<file path="src/rtl/evm_pkg.sv">
package evm_pkg;
  localparam int NSTR   = 4;
  localparam int SRC_W  = 2;
  localparam int CHAN_W = 9;
  localparam int BRD_W  = 2;
  localparam int ID_W   = BRD_W + CHAN_W;
  localparam int TS_W   = 32;
  localparam int SLOT_W = 16;
  localparam int SLOTS  = 8;
  localparam int WORD_W = SLOT_W * SLOTS;
  localparam int NCNT_W = 16;

  typedef struct packed {
    logic [TS_W-1:0]   ts;
    logic [BRD_W-1:0]  brd;
    logic [CHAN_W-1:0] chan;
  } beat_t;

  typedef struct packed {
    logic [SRC_W-1:0] src;
    logic [ID_W-1:0]  id;
  } hit_t;

  typedef enum logic [2:0] {
    S_START, S_SCAN, S_DRAIN, S_HDR, S_DATA
  } mst_t;
endpackage

</file>
<file path="src/rtl/ev_fifo.sv">
module ev_fifo #(
  parameter int W     = 8,
  parameter int DEPTH = 16
) (
  input  logic                        clk,
  input  logic                        rst_n,
  input  logic                        wr_en,
  input  logic [W-1:0]                wr_data,
  input  logic                        wr_mark,
  input  logic                        rd_en,
  output logic [W-1:0]                rd_data,
  output logic                        rd_mark,
  output logic                        empty,
  output logic                        full,
  output logic [$clog2(DEPTH+1)-1:0]  mark_cnt
);
  localparam int AW = (DEPTH > 1) ? $clog2(DEPTH) : 1;
  localparam int CW = $clog2(DEPTH+1);
  localparam logic [AW-1:0] LAST_IDX = AW'(DEPTH-1);

  logic [W:0]    mem [DEPTH];
  logic [AW-1:0] wp, rp;
  logic [CW-1:0] cnt, mcnt;
  logic          push, pop;

  assign empty = (cnt == '0);
  assign full  = (cnt == CW'(DEPTH));
  assign push  = wr_en && !full;
  assign pop   = rd_en && !empty;
  assign {rd_mark, rd_data} = mem[rp];
  assign mark_cnt = mcnt;

  always_ff @(posedge clk) begin
    if (push) mem[wp] <= {wr_mark, wr_data};
  end

  always_ff @(posedge clk or negedge rst_n) begin
    if (!rst_n) begin
      wp   <= '0;
      rp   <= '0;
      cnt  <= '0;
      mcnt <= '0;
    end else begin
      if (push) wp <= (wp == LAST_IDX) ? '0 : wp + 1'b1;
      if (pop)  rp <= (rp == LAST_IDX) ? '0 : rp + 1'b1;
      cnt  <= cnt + CW'(push) - CW'(pop);
      mcnt <= mcnt + CW'(push && wr_mark) - CW'(pop && rd_mark);
    end
  end

  // occupancy never exceeds the depth
  a_r8_no_overflow: assert property (@(posedge clk) disable iff (!rst_n)
    cnt <= CW'(DEPTH));
  // a write offered to a full FIFO with no read leaves it unchanged
  a_r8_full_refuses: assert property (@(posedge clk) disable iff (!rst_n)
    (full && wr_en && !rd_en) |=> (cnt == $past(cnt)));
  // fragment-end count is bounded by occupancy
  a_r1_marks_bounded: assert property (@(posedge clk) disable iff (!rst_n)
    mcnt <= cnt);
endmodule

</file>
<file path="src/rtl/ev_window.sv">
module ev_window import evm_pkg::*; #(
  parameter int WIN = 1
) (
  input  logic [TS_W-1:0]  head_ts [NSTR],
  input  logic [NSTR-1:0]  head_ok,
  input  logic [TS_W-1:0]  tb,
  output logic [TS_W-1:0]  min_ts,
  output logic [NSTR-1:0]  hit_mask,
  output logic [SRC_W-1:0] pick,
  output logic             any_hit
);
  always_comb begin
    logic found;
    found  = 1'b0;
    min_ts = '1;
    for (int i = 0; i < NSTR; i++) begin
      if (head_ok[i] && (!found || head_ts[i] < min_ts)) begin
        min_ts = head_ts[i];
        found  = 1'b1;
      end
    end
  end

  for (genvar g = 0; g < NSTR; g++) begin : g_win
    logic [TS_W-1:0] diff;
    assign diff        = head_ts[g] - tb;
    assign hit_mask[g] = head_ok[g] && (head_ts[g] >= tb) && (diff <= TS_W'(WIN));
  end

  always_comb begin
    pick = '0;
    for (int i = NSTR-1; i >= 0; i--) begin
      if (hit_mask[i]) pick = SRC_W'(i);
    end
  end

  assign any_hit = |hit_mask;
endmodule

</file>
<file path="src/rtl/ev_frame.sv">
module ev_frame import evm_pkg::*; #(
  parameter int MAX_HITS = 64
) (
  input  logic                         is_hdr,
  input  logic [TS_W-1:0]              tb,
  input  logic [$clog2(MAX_HITS+1)-1:0] cnt,
  input  logic [((MAX_HITS+SLOTS-1)/SLOTS > 1 ? $clog2((MAX_HITS+SLOTS-1)/SLOTS) : 1)-1:0] wi,
  input  hit_t                         hits [MAX_HITS],
  output logic [WORD_W-1:0]            word
);
  localparam int HA_W = (MAX_HITS > 1) ? $clog2(MAX_HITS) : 1;

  logic [WORD_W-1:0] hdr_w, dat_w;

  always_comb begin
    hdr_w = '0;
    hdr_w[TS_W-1:0]           = tb;
    hdr_w[TS_W+NCNT_W-1:TS_W] = NCNT_W'(cnt);
  end

  for (genvar k = 0; k < SLOTS; k++) begin : g_slot
    logic [31:0] pos;
    hit_t        h;
    assign pos = 32'(wi) * 32'(SLOTS) + 32'(k);
    assign h   = hits[pos[HA_W-1:0]];
    assign dat_w[k*SLOT_W +: SLOT_W] = (pos < 32'(cnt)) ?
        {1'b1, h.src, 2'b00, h.id} : '0;
  end

  assign word = is_hdr ? hdr_w : dat_w;
endmodule

</file>
<file path="src/rtl/ev_builder.sv">
module ev_builder import evm_pkg::*; #(
  parameter int MAX_HITS = 64,
  parameter int WIN      = 1,
  parameter int LVL_W    = 8
) (
  input  logic              clk,
  input  logic              rst_n,
  input  logic [LVL_W-1:0]  start_level,
  input  logic [LVL_W-1:0]  frag_total,
  input  beat_t             head [NSTR],
  input  logic [NSTR-1:0]   head_last,
  input  logic [NSTR-1:0]   empty,
  output logic [NSTR-1:0]   pop,
  output logic              out_valid,
  input  logic              out_ready,
  output logic [WORD_W-1:0] out_data,
  output logic              out_last
);
  localparam int HA_W   = (MAX_HITS > 1) ? $clog2(MAX_HITS) : 1;
  localparam int HC_W   = $clog2(MAX_HITS+1);
  localparam int NWORDS = (MAX_HITS + SLOTS - 1) / SLOTS;
  localparam int WI_W   = (NWORDS > 1) ? $clog2(NWORDS) : 1;
  localparam int EP_W   = HC_W + 4;

  mst_t             st;
  logic [TS_W-1:0]  tb;
  logic [SRC_W-1:0] sel;
  logic [HC_W-1:0]  cnt;
  logic [WI_W-1:0]  wi;
  logic             armed;
  hit_t             hitbuf [MAX_HITS];

  logic [TS_W-1:0]  head_ts [NSTR];
  logic [TS_W-1:0]  min_ts;
  logic [NSTR-1:0]  hit_mask;
  logic [SRC_W-1:0] pick;
  logic             any_hit, any_ne, begin_ev, take, lastw;
  logic [EP_W-1:0]  endpos;

  always_comb begin
    for (int i = 0; i < NSTR; i++) head_ts[i] = head[i].ts;
  end

  ev_window #(.WIN(WIN)) u_win (
    .head_ts (head_ts),
    .head_ok (~empty),
    .tb      (tb),
    .min_ts  (min_ts),
    .hit_mask(hit_mask),
    .pick    (pick),
    .any_hit (any_hit)
  );

  assign any_ne   = |(~empty);
  assign begin_ev = (st == S_START) && any_ne && (armed || frag_total >= start_level);
  assign take     = (st == S_DRAIN) && !empty[sel];

  always_comb begin
    pop = '0;
    if (take) pop[sel] = 1'b1;
  end

  assign endpos    = EP_W'(wi) * EP_W'(SLOTS) + EP_W'(SLOTS);
  assign lastw     = endpos >= EP_W'(cnt);
  assign out_valid = (st == S_HDR) || (st == S_DATA);
  assign out_last  = (st == S_DATA) && lastw;

  always_ff @(posedge clk or negedge rst_n) begin
    if (!rst_n) begin
      st    <= S_START;
      tb    <= '0;
      sel   <= '0;
      cnt   <= '0;
      wi    <= '0;
      armed <= 1'b0;
    end else begin
      case (st)
        S_START: begin
          if (begin_ev) begin
            tb    <= min_ts;
            cnt   <= '0;
            armed <= 1'b1;
            st    <= S_SCAN;
          end else if (!any_ne) begin
            armed <= 1'b0;
          end
        end
        S_SCAN: begin
          if (any_hit) begin
            sel <= pick;
            st  <= S_DRAIN;
          end else begin
            st  <= S_HDR;
          end
        end
        S_DRAIN: begin
          if (take) begin
            if (cnt < HC_W'(MAX_HITS)) cnt <= cnt + 1'b1;
            if (head_last[sel]) st <= S_SCAN;
          end
        end
        S_HDR: begin
          if (out_ready) begin
            wi <= '0;
            st <= S_DATA;
          end
        end
        S_DATA: begin
          if (out_ready) begin
            if (lastw) st <= S_START;
            else       wi <= wi + 1'b1;
          end
        end
        default: st <= S_START;
      endcase
    end
  end

  always_ff @(posedge clk) begin
    if (take && cnt < HC_W'(MAX_HITS))
      hitbuf[cnt[HA_W-1:0]] <= '{src: sel, id: {head[sel].brd, head[sel].chan}};
  end

  ev_frame #(.MAX_HITS(MAX_HITS)) u_frame (
    .is_hdr(st == S_HDR),
    .tb    (tb),
    .cnt   (cnt),
    .wi    (wi),
    .hits  (hitbuf),
    .word  (out_data)
  );

  // stalled output word is held
  a_r7_out_hold: assert property (@(posedge clk) disable iff (!rst_n)
    (out_valid && !out_ready) |=> (out_valid && $stable(out_data) && $stable(out_last)));
  // a transferred last word is followed by an idle cycle before a new header
  a_r6_gap_after_last: assert property (@(posedge clk) disable iff (!rst_n)
    (out_valid && out_ready && out_last) |=> !out_valid);
  // stored hit count never exceeds capacity
  a_r10_cnt_bound: assert property (@(posedge clk) disable iff (!rst_n)
    cnt <= HC_W'(MAX_HITS));
  // an event only appears while the merge gate is open
  a_r1_gate_open: assert property (@(posedge clk) disable iff (!rst_n)
    $rose(out_valid) |-> armed);
  // a pop never targets an empty FIFO
  a_r9_pop_nonempty: assert property (@(posedge clk) disable iff (!rst_n)
    (|pop) |-> (|(pop & ~empty)));
endmodule

</file>
<file path="src/rtl/evt_merger.sv">
module evt_merger import evm_pkg::*; #(
  parameter int FIFO_DEPTH = 16,
  parameter int MAX_HITS   = 64,
  parameter int WIN        = 1,
  parameter int LVL_W      = 8
) (
  input  logic                   clk,
  input  logic                   rst_n,
  input  logic [LVL_W-1:0]       start_level,
  input  logic [NSTR-1:0]        in_valid,
  output logic [NSTR-1:0]        in_ready,
  input  logic [NSTR*TS_W-1:0]   in_ts,
  input  logic [NSTR*BRD_W-1:0]  in_board,
  input  logic [NSTR*CHAN_W-1:0] in_chan,
  input  logic [NSTR-1:0]        in_last,
  output logic                   out_valid,
  input  logic                   out_ready,
  output logic [WORD_W-1:0]      out_data,
  output logic                   out_last
);
  localparam int MC_W = $clog2(FIFO_DEPTH+1);
  localparam int BW   = $bits(beat_t);

  beat_t            head [NSTR];
  logic [NSTR-1:0]  head_last, empty, full, pop;
  logic [MC_W-1:0]  mcnt [NSTR];
  logic [LVL_W-1:0] frag_total;

  for (genvar g = 0; g < NSTR; g++) begin : g_lane
    logic [BW-1:0] raw;
    ev_fifo #(.W(BW), .DEPTH(FIFO_DEPTH)) u_fifo (
      .clk     (clk),
      .rst_n   (rst_n),
      .wr_en   (in_valid[g]),
      .wr_data ({in_ts[g*TS_W +: TS_W], in_board[g*BRD_W +: BRD_W], in_chan[g*CHAN_W +: CHAN_W]}),
      .wr_mark (in_last[g]),
      .rd_en   (pop[g]),
      .rd_data (raw),
      .rd_mark (head_last[g]),
      .empty   (empty[g]),
      .full    (full[g]),
      .mark_cnt(mcnt[g])
    );
    assign head[g]     = beat_t'(raw);
    assign in_ready[g] = !full[g];
  end

  always_comb begin
    frag_total = '0;
    for (int i = 0; i < NSTR; i++) frag_total = frag_total + LVL_W'(mcnt[i]);
  end

  ev_builder #(.MAX_HITS(MAX_HITS), .WIN(WIN), .LVL_W(LVL_W)) u_build (
    .clk        (clk),
    .rst_n      (rst_n),
    .start_level(start_level),
    .frag_total (frag_total),
    .head       (head),
    .head_last  (head_last),
    .empty      (empty),
    .pop        (pop),
    .out_valid  (out_valid),
    .out_ready  (out_ready),
    .out_data   (out_data),
    .out_last   (out_last)
  );
endmodule

</file>
<file path="config.mk">
export PLATFORM = sky130hd
export DESIGN_NAME = evt_merger
export DESIGN_NICKNAME = d
export VERILOG_FILES = /design/src/rtl/evm_pkg.sv /design/src/rtl/ev_fifo.sv /design/src/rtl/ev_window.sv /design/src/rtl/ev_frame.sv /design/src/rtl/ev_builder.sv /design/src/rtl/evt_merger.sv
export SDC_FILE = /design/constraint.sdc
export NUM_CORES = 2
export LEC_CHECK = 0
export BUFFER_PORTS_ARGS = -buffer_cell sky130_fd_sc_hd__clkbuf_2
export CAP_MARGIN = 15
export CORE_AREA = 10 10 609 671
export CTS_CLUSTER_SIZE = 40
export DETAILED_ROUTE_END_ITERATION = 6
export DIE_AREA = 0 0 619 681
export SLEW_MARGIN = 5
export SYNTH_ARGS = -nofsm -noshare
export SYNTH_HDL_FRONTEND = slang
export SYNTH_SLANG_ARGS = --single-unit
</file>
<file path="constraint.sdc">
create_clock -name clk -period 13.01 [get_ports clk]
set_input_delay 1.9515 -clock clk [delete_from_list [all_inputs] [get_ports clk]]
set_output_delay 1.9515 -clock clk [all_outputs]
set_load 0.1 [all_outputs]
</file>
**After elaboration in Yosys (flattened, before gate mapping)**

Memory sizes are Yosys's and may differ from the RTL's.
Cells that the tools add are included.

- Flip-flop bits (word level): 952
- Bits in latches: 0
- Bits in writable memories: 2816
- Memory bits (read-only): 0
- Input port bits: 191
- Output and inout bits: 134
- Logic and storage cells: 423
- Memories: 4

Memory list:

| memory | depth | width | rd ports | clocked after Yosys merged registers in | write ports | line | RTL |
|---|---|---|---|---|---|---|---|
| g_lane[0].u_fifo.mem | 16 | 44 | 1 | 0 | 1 | ev_fifo.sv:21 | `logic [W:0] mem [DEPTH];` |
| g_lane[1].u_fifo.mem | 16 | 44 | 1 | 0 | 1 | ev_fifo.sv:21 |  |
| g_lane[2].u_fifo.mem | 16 | 44 | 1 | 0 | 1 | ev_fifo.sv:21 |  |
| g_lane[3].u_fifo.mem | 16 | 44 | 1 | 0 | 1 | ev_fifo.sv:21 |  |

- $add $sub $neg: 41
- Multipliers: 0
- Div/mod/pow operators: 0
- Order comparisons: 35
- Equal/unequal tests: 25
- Shift operators: 0
- Mux-type cells: 91
- Bitwise logic cells: 11
- Reduce and logical (&&, ||, !) cells: 66

Operator list:

| operator | count |
|---|---|
| $bwmux 832 | 1 |
| $bmux 13 s6 | 8 |
| $mux 13 | 17 |
| $ge 32x32->1 | 4 |
| $le 32x1->1 const B | 4 |
| $mux 128 | 1 |
| $mux 16 | 8 |
| $mux 32 | 4 |
| $sub 32x32->32 | 4 |
| $lt 32x32->1 | 3 |
| $bmux 43 s2 | 1 |
| $demux 13 s6 | 1 |
| $ge 7x7->1 const B | 9 |
| $not 6->7 | 9 |
| $lt 7x7->1 | 7 |
| $add 5x1->5 | 8 |
| $sub 5x1->5 | 8 |
| $mux 4 | 9 |
| $logic_and 1x1->1 | 34 |
| $add 4x1->4 const B | 8 |
| $eq 4x4->1 const B | 8 |
| $add 6x3->7 const B | 4 |
| $mux 3 | 9 |
| $mux 11 | 2 |
| 41 further kinds | 98 |

**Longest topological paths before layout**

- Word-level depth: 15
- Gate-level depth with buffers: 42
- Gate-level depth less buffers: 37

**Hierarchy**

From an unflattened synthesis, not the netlist that was laid out.

- Cell total of the unflattened synthesis: 8269
- Area, all modules: 157370.9 um^2

Modules (own cells, without submodules):

| module | times used | cells an instance | area an instance (um^2) |
|---|---|---|---|
| ev_fifo (g_lane[0].u_fifo ...) | 3 | 1197 | 27546.4 |
| ev_builder | 1 | 1161 | 28209.6 |
| ev_fifo (g_lane[1].u_fifo) | 1 | 1197 | 27547.7 |
| ev_window | 1 | 1656 | 11343.4 |
| ev_frame | 1 | 606 | 7163.1 |
| evt_merger | 1 | 58 | 467.9 |

**Worst setup path after synthesis**

Ideal clock, no wire load.

- Path kind: register to register
- From: register g_lane[0].u_fifo.rp[0]
- To: register u_build.tb[10]
- Setup time: 83 ps
- Arrival: 8937 ps
- Path slack: 3990 ps
- Cell stages (with the launch flop): 43
- Buffers on the path: 8
- Clock period less this slack: 9020 ps
- Cells stage by stage: dfrtp_1 buf_6 buf_2 buf_2 buf_1 mux4_2 mux4_2 nor2_1 ha_1 a21o_1 a21o_1 a211oi_1 o21ai_0 o211ai_1 o22ai_1 nor2_4 buf_2 mux2i_1 [... 7 more ...] a31oi_1 nand4_1 o21ai_4 buf_6 mux2i_1 ha_1 and4_1 nand3_1 nor2_1 nand3_1 or4b_2 a41oi_1 o311a_1 nor2b_2 buf_6 buf_2 or2_1 a22oi_2

- Cells in the longest elaborated chain, start to end: 14

Ends and longest elaborated chain:

| what | line | RTL |
|---|---|---|
| start: declaration | ev_fifo.sv:22 | `logic [AW-1:0] wp, rp;` |
| start signal: assignment | ev_fifo.sv:45 | `if (pop) rp <= (rp == LAST_IDX) ? '0 : rp + 1'b1;` |
| $mem_v2 16x44 (*) | - |  |
| $mux 32 (*) | ev_window.sv:17 | `if (head_ok[i] && (!found \|\| head_ts[i] < min_ts)) begin` |
| $lt 32x32->1 | ev_window.sv:17 |  |
| $logic_or 1x1->1 | ev_window.sv:17 |  |
| $logic_and 1x1->1 | ev_window.sv:17 |  |
| $mux 32 or $mux 1 (tied branches) | ev_window.sv:17 |  |
| $lt 32x32->1 or $logic_not 1->1 (tied branches) | ev_window.sv:17 |  |
| $logic_or 1x1->1 | ev_window.sv:17 |  |
| $logic_and 1x1->1 | ev_window.sv:17 |  |
| $mux 32 or $mux 1 (tied branches) | ev_window.sv:17 |  |
| $lt 32x32->1 or $logic_not 1->1 (tied branches) | ev_window.sv:17 |  |
| $logic_or 1x1->1 | ev_window.sv:17 |  |
| $logic_and 1x1->1 | ev_window.sv:17 |  |
| $mux 32 (*) | ev_window.sv:17 |  |
| end signal: assignment | ev_builder.sv:80 | `tb <= min_ts;` |
| end: declaration | ev_builder.sv:26 | `logic [TS_W-1:0] tb;` |

Mark *: on every way between the ends. The rest lies on a longest branch, timed or not.
A chain may end at the register's enable or synchronous reset.

**Worst setup path in the final report**

- From: register g_lane[0].u_fifo.rp[0]
- To: register u_build.tb[16]

The elaborated chain is that of the path after synthesis.

==> results.ini <==
[status]
status = finished clean

[layout]
nets = 9039
drive_above_1_share = 0.2709
finish.utilization = 0.4520
final_common_cell = edfxtp_1
fin_area_sq_um = 178100
areaGrowthSynthToFinish_pct = 13.29
layout_common_cells = 3,648 x edfxtp_1, 1,097 x mux4_2, 383 x clkbuf_16, 311 x clkbuf_2, 308 x ha_1

[global_route]
grt_pass1_vias = 83420
grt_pass1_wl_um = 614200
grt_antenna_before_repair = 100
grt_max_degree = 159
grt_use_total = 0.1997
grt_overflow = 0

[placement]
portBuffers = 312
dpl_cell_area_sq_um = 165900
gp_congestion = 0.9012
hpwlAfterDp_um = 265100

[clock_network]
cts.sinks = 3768
cts-resized-gates = 0
cts_tree = built
insertion_delay_ns = 0.98
clockBufferDepth = 4
cts_buffers = 380
cts_hold_buf = 0
htree_levels = 5
post_cts_buffers = 0
clock-root-buffer = clkbuf_16
cts.clk_slew.worst_paths_ns = 0.06

[sta]
finalSetupViolCount = 0
hold_viol_final = 0
max_slew_margin = 0.1661
worst_pin_slew_ns = 1.246
fin_skew_ns = 0.06751
period_minus_slack_ns = 11.84
tns_ns = 0
final_max_slew_viol_count = 0
fmax_mhz = 84.48
grt_setup_unrepaired = false
fin_crit_sh = 0.9099
hold_slack_ns = 0.5052

[setup_path]
critPathKind = reg -> reg
reg2reg_to = u_build.tb[16]
reg2reg_from = g_lane[0].u_fifo.rp[0]
crit_fanout = 39
startpoint_type = register
max_stage_delay_ns = 0.95
cp_slowest_cell = dfrtp_4
required_ns = 13.89
rr_worst_depth = 35
r2r_slack_ns = 1.17
cp_num_buf_inv = 4
critPathTopFamily = compound AO/OA/AOI/OAI gates
endpoint_kind = register
cp.arrival_ns = 12.72

[logic_synthesis]
synth_cell_types = 99
yosys_warnings = 0
synth_top_area_share = 0.6969
syn_avg_cell_area_sq_um = 19.77
ys_seq_elements = 3768
yosysSeqAreaShare = 0.7160
synth_edf_count = 3648
async_flop_share = 0.03185
yosys.area.top_type = edfxtp_1
synth_area_leaders = edfxtp_1 70%, mux4_2 16%, ha_1 2.5%
syn_inst = 7952
ys.flop_type = edfxtp_1
synth_area_sq_um = 157200

[die]
coreArea_sq_um = 393900
die_area_sq_um = 421500
die_w_um = 619
die_h_um = 681
num_io_pins = 325
start_util = 0.3990
row_count = 242

[drt]
drt_iter0_drc = 8978
drtAntennaViolNets = 0
wirelength_um = 429500
drc = 0
wl_per_cell_um = 30.48
dr.pass1.iters = 7
dr_total_vias = 81360
via_per_inst = 5.772

[min_path]
hp-class = reg -> reg
min_from = u_build.tb[2]
hold-path-endpoint = u_build.tb[2]
whs_path_depth = 2

[power_and_ir_drop]
p_leak_uw = 0.05776
power.density_nw_per_um2 = 233.0
ir_worst_vdd_mv = 0.2770

[job]
maxCapViolCount = 0

-- kinds of logic after synthesis --
logic type,after synthesis,synth area share
DFF,3768,0.7160
muxes,1232,0.1660
and+or+nand+nor,1068,0.03401
AOI/OAI and AO/OA,832,0.03593
buffers and inverters,647,0.01664
adders and majority gates,330,0.02732
xor gates and xnor gates,74,0.004123
other,1,0.00002386
-- layer usage --
layer	global-route usage	wire, um	vias up
li1	-	-	33990
met1	0.2657	171700	43350
met3	0.04099	32890	736
met5	0	250	-
met2	0.3305	209400	3245
met4	0.06535	15330	38
-- stage by stage --
step	instances	total power (uW)	worst slack, ns
global route	14080	43290	0.6943
global placement	13380	30650	1.562
detailed placement	13380	30940	1.422
finish	14100	41500	1.173
floorplan	7963	26090	3.990
CTS	14060	41630	1.386
-- tightest hold or removal path: stages, from the launching register on --
cell and delay (ns):
dfrtp_1 0.35, nand2_1 0.06, o311ai_1 0.06
-- synthesized netlist by cell type, drive strengths merged, types with 47 or more instances --
master     n
ha       308
or2       47
dfrtp    120
xnor2     51
nor2     228
clkbuf   210
edfxtp  3648
inv      273
a21o      93
nor3      52
nand4     61
buf      160
nand3     85
mux2i    112
a21oi    261
mux4    1097
nand2    305
and2      79
o21ai    140
-- registers in the layout, summed over array words and instances (netlist names) --
register                count
u_build.sel                 2
u_build.st                  3
u_build.hitbuf            832
g_lane.u_fifo.wp           16
u_build.tb                 32
g_lane.u_fifo.rp           16
g_lane.u_fifo.mark_cnt     20
u_build.cnt                 7
u_build.wi                  3
g_lane.u_fifo.cnt          20
u_build.armed               1
g_lane.u_fifo.mem        2816
-- cell type report --
type / count / area (sq um)
Fill cell: 32950 / 215900
Sequential cell: 3768 / 112600
Multi-Input combinational cell: 3548 / 42250
Clock buffer: 485 / 10080
Tap cell: 5246 / 6564
Timing Repair Buffer: 543 / 3390
Clock inverter: 197 / 2061
Inverter: 277 / 1045
Antenna cell: 31 / 77.57
-- power breakdown --
group | switching (uW) | internal (uW) | leakage [uW]
registers | 439 | 15100 | 0.0344
clock network | 4640 | 6030 | 0.00588
logic | 10700 | 4600 | 0.0175
total | 15800 | 25700 | 0.0578
-- worst max-delay path by stage --
stage                                 startpoint              to  slack, ns  cells after the start
after floorplan           g_lane[0].u_fifo.rp[0]  u_build.tb[10]       3.99                     42
after global placement    g_lane[0].u_fifo.rp[0]  u_build.tb[26]       1.56                     35
after detailed placement  g_lane[0].u_fifo.rp[0]  u_build.tb[16]       1.42                     35
after CTS                 g_lane[0].u_fifo.rp[0]  u_build.tb[16]       1.39                     35
after global routing      g_lane[0].u_fifo.rp[0]  u_build.tb[21]       0.69                     37
final                     g_lane[0].u_fifo.rp[0]  u_build.tb[16]       1.17                     35
Power figures use the tool's default switching activity.
